--- config.mk ---
export PLATFORM = sky130hd
export DESIGN_NAME = ppo_top
export DESIGN_NICKNAME = d
export VERILOG_FILES = /design/src/rtl/ppo_pkg.sv /design/src/rtl/ppo_regs.sv /design/src/rtl/ppo_shape.sv /design/src/rtl/ppo_group.sv /design/src/rtl/ppo_top.sv
export SDC_FILE = /design/constraint.sdc
export NUM_CORES = 1
export LEC_CHECK = 0
export BUFFER_PORTS_ARGS = -buffer_cell sky130_fd_sc_hd__buf_4
export CELL_PAD_IN_SITES_DETAIL_PLACEMENT = 1
export CELL_PAD_IN_SITES_GLOBAL_PLACEMENT = 2
export CORE_UTILIZATION = 27
export CTS_CLUSTER_SIZE = 25
export DETAILED_ROUTE_END_ITERATION = 8
export HOLD_SLACK_MARGIN = 0.12
export PLACE_DENSITY = 0.78
export RECOVER_POWER = 25
export REMOVE_ABC_BUFFERS = 1
export SLEW_MARGIN = 20
export SYNTH_ARGS = -nofsm -noshare
export SYNTH_HDL_FRONTEND = slang
export SYNTH_SLANG_ARGS = --single-unit
--- constraint.sdc ---
create_clock -name clk -period 1.45 [get_ports clk]
set_clock_uncertainty 0.15 [all_clocks]
set_input_delay 0.29 -clock clk [delete_from_list [all_inputs] [get_ports clk]]
set_output_delay 0.29 -clock clk [all_outputs]
set_load 0.005 [all_outputs]
--- src/rtl/ppo_pkg.sv ---
package ppo_pkg;

    localparam int LANES  = 4;
    localparam int GROUPS = 2;
    localparam int BUS_W  = 8;
    localparam int SEL_W  = 2;
    localparam int PINS_W = LANES * GROUPS;

    // control-byte bit positions (software-visible)
    localparam int CB_EN_G1  = 0;
    localparam int CB_EN_G0  = 1;
    localparam int CB_INVERT = 3;
    localparam int CB_PWM_G0 = 4;
    localparam int CB_PWM_G1 = 5;

    typedef logic [LANES-1:0] lane_t;

    typedef enum logic [SEL_W-1:0] {
        SEL_CTRL  = 2'd0,
        SEL_STG0  = 2'd1,
        SEL_STG1  = 2'd2,
        SEL_SPARE = 2'd3
    } sel_e;

    typedef struct packed {
        logic [GROUPS-1:0] gate;
        logic              invert;
        logic [GROUPS-1:0] enable;
    } ctrl_t;

    function automatic ctrl_t decode_ctrl(input logic [BUS_W-1:0] b);
        ctrl_t c;
        c.enable[0] = b[CB_EN_G0];
        c.enable[1] = b[CB_EN_G1];
        c.invert    = b[CB_INVERT];
        c.gate[0]   = b[CB_PWM_G0];
        c.gate[1]   = b[CB_PWM_G1];
        return c;
    endfunction

    function automatic sel_e stage_sel(input int g);
        return (g == 0) ? SEL_STG0 : SEL_STG1;
    endfunction

endpackage

--- src/rtl/ppo_regs.sv ---
module ppo_regs
    import ppo_pkg::*;
(
    input  logic                     clk,
    input  logic                     rst,
    input  logic                     wr_en,
    input  logic [SEL_W-1:0]         wr_sel,
    input  logic [BUS_W-1:0]         wr_data,
    output ctrl_t                    ctrl_o,
    output logic [GROUPS-1:0][LANES-1:0] stage_o
);

    ctrl_t ctrl_q;
    logic  unused_bits;

    assign unused_bits = ^{wr_data[7:6], wr_data[2]};

    always_ff @(posedge clk) begin
        if (rst) begin
            ctrl_q <= '0;
        end else if (wr_en && sel_e'(wr_sel) == SEL_CTRL) begin
            ctrl_q <= decode_ctrl(wr_data);
        end
    end

    assign ctrl_o = ctrl_q;

    assert_ctrl_write_R3: assert property (@(posedge clk) disable iff (rst)
        (wr_en && wr_sel == SEL_CTRL) |=> (ctrl_o == decode_ctrl($past(wr_data))));

    for (genvar g = 0; g < GROUPS; g++) begin : g_stage
        lane_t stg_q;

        always_ff @(posedge clk) begin
            if (rst) begin
                stg_q <= '0;
            end else if (wr_en && sel_e'(wr_sel) == stage_sel(g)) begin
                stg_q <= wr_data[LANES-1:0];
            end
        end

        assign stage_o[g] = stg_q;

        assert_stage_write_R4: assert property (@(posedge clk) disable iff (rst)
            (wr_en && wr_sel == stage_sel(g)) |=> (stage_o[g] == $past(wr_data[LANES-1:0])));

        assert_stage_hold_R4: assert property (@(posedge clk) disable iff (rst)
            !(wr_en && wr_sel == stage_sel(g)) |=> $stable(stage_o[g]));
    end

endmodule

--- src/rtl/ppo_shape.sv ---
module ppo_shape
    import ppo_pkg::*;
#(
    parameter int W = LANES
) (
    input  logic [W-1:0] data_i,
    input  logic         gate_i,
    input  logic         pwm_i,
    input  logic         invert_i,
    output logic [W-1:0] data_o
);

    logic [W-1:0] gated;

    always_comb begin
        gated  = gate_i ? (data_i & {W{pwm_i}}) : data_i;
        data_o = invert_i ? ~gated : gated;
    end

endmodule

--- src/rtl/ppo_group.sv ---
module ppo_group
    import ppo_pkg::*;
(
    input  logic  clk,
    input  logic  rst,
    input  lane_t stage_i,
    input  logic  zero_i,
    input  logic  enable_i,
    input  logic  gate_i,
    input  logic  pwm_i,
    input  logic  invert_i,
    input  lane_t fallback_i,
    output lane_t pins_o
);

    lane_t latch_q;
    lane_t shaped;

    always_ff @(posedge clk) begin
        if (rst) begin
            latch_q <= '0;
        end else if (zero_i) begin
            latch_q <= stage_i;
        end
    end

    ppo_shape #(.W(LANES)) u_shape (
        .data_i   (latch_q),
        .gate_i   (gate_i),
        .pwm_i    (pwm_i),
        .invert_i (invert_i),
        .data_o   (shaped)
    );

    assign pins_o = enable_i ? shaped : fallback_i;

    assert_latch_load_R7: assert property (@(posedge clk) disable iff (rst)
        zero_i |=> (latch_q == $past(stage_i)));

    assert_latch_hold_R4: assert property (@(posedge clk) disable iff (rst)
        !zero_i |=> $stable(latch_q));

    assert_gate_off_R8: assert property (@(posedge clk) disable iff (rst)
        (enable_i && gate_i && !pwm_i && !invert_i) |-> (pins_o == '0));

    assert_invert_order_R9: assert property (@(posedge clk) disable iff (rst)
        (enable_i && gate_i && !pwm_i && invert_i) |-> (pins_o == '1));

    assert_disabled_R2: assert property (@(posedge clk) disable iff (rst)
        !enable_i |-> (pins_o == fallback_i));

endmodule

--- src/rtl/ppo_top.sv ---
module ppo_top
    import ppo_pkg::*;
(
    input  logic              clk,
    input  logic              rst,
    input  logic              wr_en,
    input  logic [SEL_W-1:0]  wr_sel,
    input  logic [BUS_W-1:0]  wr_data,
    input  logic              zero_g0,
    input  logic              zero_g1,
    input  logic              pwm_g0,
    input  logic              pwm_g1,
    input  logic [PINS_W-1:0] port_fb,
    output logic [PINS_W-1:0] pins
);

    ctrl_t                        ctrl;
    logic [GROUPS-1:0][LANES-1:0] stage;
    logic [GROUPS-1:0]            zero_v;
    logic [GROUPS-1:0]            pwm_v;

    assign zero_v = {zero_g1, zero_g0};
    assign pwm_v  = {pwm_g1, pwm_g0};

    ppo_regs u_regs (
        .clk     (clk),
        .rst     (rst),
        .wr_en   (wr_en),
        .wr_sel  (wr_sel),
        .wr_data (wr_data),
        .ctrl_o  (ctrl),
        .stage_o (stage)
    );

    for (genvar g = 0; g < GROUPS; g++) begin : g_grp
        ppo_group u_grp (
            .clk        (clk),
            .rst        (rst),
            .stage_i    (stage[g]),
            .zero_i     (zero_v[g]),
            .enable_i   (ctrl.enable[g]),
            .gate_i     (ctrl.gate[g]),
            .pwm_i      (pwm_v[g]),
            .invert_i   (ctrl.invert),
            .fallback_i (port_fb[g*LANES +: LANES]),
            .pins_o     (pins[g*LANES +: LANES])
        );
    end

    assert_reset_pins_R1: assert property (@(posedge clk) disable iff (rst)
        $fell(rst) |-> (pins == port_fb));

endmodule

==> results.ini <==
[global_route]
grt_start_max_net_pins = 22
grt_overflow = 0
grt_pass1_vias = 884
grt_pass1_wl_um = 3970
antenna_found_initial = 0
groute.usage.overall_pct = 13.0

[timing]
worst_slack_ns = -0.412
tightestPinTransition_ns = 0.330
setup_viol = 8
rsz0062_at_grt = true
fmax_mhz = 537
finalHoldViolations = 0
slew_violations = 0
fin_crit_ns = 1.86
slew_headroom_pct = 77.9
layout_worst_path_cycle_share_pct = 128

[route]
dr.first_iter.drc_count = 5
drt_pass1_iterations = 2
wl_um = 2470
vias = 897
drc = 0
ant_nets = 0
wire_per_inst_um = 12.5
vias_per_cell = 4.55

[synth]
syn_area_per_cell_um2 = 8.61
synth-edff-count = 0
async_reset_ff_share_pct = 0
ys.flop_type = dfxtp_1
ys_warn_count = 0
synth_area_um2 = 990
synth.yosys.seq_area_share_pct = 42.5
synth_top_area_share_pct = 42.5
synth_cell_types = 12
syn_inst = 115
synth.top_cells.by_area = dfxtp_1 (42%), mux2i_1 (21%), nor2_1 (11%)
synth_common_cells = nor2_1 (29), dfxtp_1 (21), mux2i_1 (21)
synth.most_common_cell = nor2_1
ys_seq_elements = 21
yosysTopAreaCell = dfxtp_1

[cts]
clk_pin_slew_ns = 0.14
ctsLongestPathBuffers = 2
cts_made_buffers = 3
clkSinkCount = 21
htreeDepth = 1
clockRootBuffer = clkbuf_4
insertion_delay_ns = 0.32
cts_tree = done

[floorplan]
dieArea_um2 = 3910
rows = 21
fp.dieH_um = 62.5
initial_utilization_pct = 29.0
core_um2 = 3420
die_w_um = 62.5
ios = 33

[finish]
area_delta_synth_final_pct = 39.1
fin_nets = 177
drive_gt1_share_pct = 31.8
n_antenna_cell = 0

[worst_setup_path]
critPathRequiredTime_ns = 1.01
critPathMaxFanout = 8
start_kind = flop
critPathKind = reg2out
arrival_ns = 1.42
critPathCaptureType = primary output

[place]
port_buffers = 30
hpwl_um = 1840
post-place-ws_ns = -0.272
place.gp.congestion = 0.667

[power]
power_density_nw_per_um2 = 794
ir_drop_mv = 0.619
leakage_uw = 0.000593
totalPowerFinal_uw = 1090

[run_status]
violations = setup timing
status = complete, but fails checks

[worst_hold_path]
worst_hold_path_type = in2reg

[run]
maxCapViolCount = 0

-- stage by stage --
stage / cell area (µm²) / hold slack, ns / cells / setup TNS (ns) / utilization (%)
finish: 1380 / 0.122 / 197 / -2.96 / 40.3
global placement: 1250 / 0.329 / 185 / -1.06 / 36.5
detailed placement: 1250 / 0.336 / 185 / -1.64 / 36.5
CTS: 1370 / 0.122 / 197 / -3.09 / 40.2
global route: 1380 / 0.128 / 197 / -3.53 / 40.3
floorplan: 956 / 0.212 / 108 / 0 / -
-- metal layers --
metal | track usage, % | part of all wire (%) | wire, µm | up-vias
met4 | 1.74 | 0.69 | 17 | 0
met5 | 0 | 0 | 0 | -
li1 | - | - | - | 462
met2 | 24.5 | 51 | 1270 | 11
met1 | 14.4 | 46 | 1130 | 422
met3 | 4.01 | 2.4 | 59 | 2
-- layout by cell type (no fill, tap or decap), types with 2 or more instances in the layout --
cell type	n
a31oi_1	8
buf_4	31
clkbuf_4	3
dfxtp_1	14
dfxtp_2	6
dlygate4sd3_1	7
inv_1	5
inv_2	3
mux2i_1	21
nand3b_1	2
nor2_1	29
nor2b_4	2
o21ai_0	8
or3_1	8
-- state kept, by name, indices dropped and copies added (netlist names) --
register	flops
g_grp.u_grp.latch_q	8
u_regs.ctrl_o	5
u_regs.g_stage.stg_q	8
-- power breakdown --
part           total [µW]  switching, µW  internal [µW]
Clock                 302            196            105
Sequential            606           13.7            592
Combinational         185           75.2            110
-- cell type report --
type                            instances  area (µm²)
Sequential cell                        21         432
Fill cell                             408        2040
Clock inverter                          1        7.51
Inverter                                8        30.0
Timing Repair Buffer                   39         307
Multi-Input combinational cell         79         520
Clock buffer                            3        22.5
Tap cell                               46        57.6
-- path summary, 6_finish.rpt --
kind	to	start	slack (ns)	cells past startpoint
worst max register to register	u_regs.ctrl_o[2]$_SDFFE_PP0P_	u_regs.ctrl_o[2]$_SDFFE_PP0P_	0.46	3
worst max-delay path	pins[1]	u_regs.ctrl_o[3]$_SDFFE_PP0P_	-0.41	4
worst min-delay path	g_grp[1].u_grp.latch_q[2]$_SDFFE_PP0P_	zero_g1	0.12	3
worst min register to register	u_regs.ctrl_o[3]$_SDFFE_PP0P_	u_regs.ctrl_o[3]$_SDFFE_PP0P_	0.35	2
-- repair_timing --
item | CTS | global route
gates resized for setup | 8 | 9
buffers inserted | 1 | 0
setup endpoints to repair | 8 | 8
gates cloned | 0 | 0
hold buffers | 7 | 0
endpoints found under the hold margin | 14 | 0
pin swaps | 4 | 4
-- kinds of logic (layout without fill, tap and decap cells) --
group	Yosys count	count (layout)	synth area share, %
and+or+nand+nor	42	42	20.7
AOI/OAI and AO/OA	16	16	9.10
buffers and inverters	15	51	6.45
muxes	21	21	21.2
DFF	21	21	42.5
-- worst max-delay path, stage by stage, from the launching register on --
cell and delay [ns]:
dfxtp_2 0.34, nor2b_4 0.14, or3_1 0.30, a31oi_1 0.20, buf_4 0.15
No activity file was read; power rests on OpenSTA's default activity.
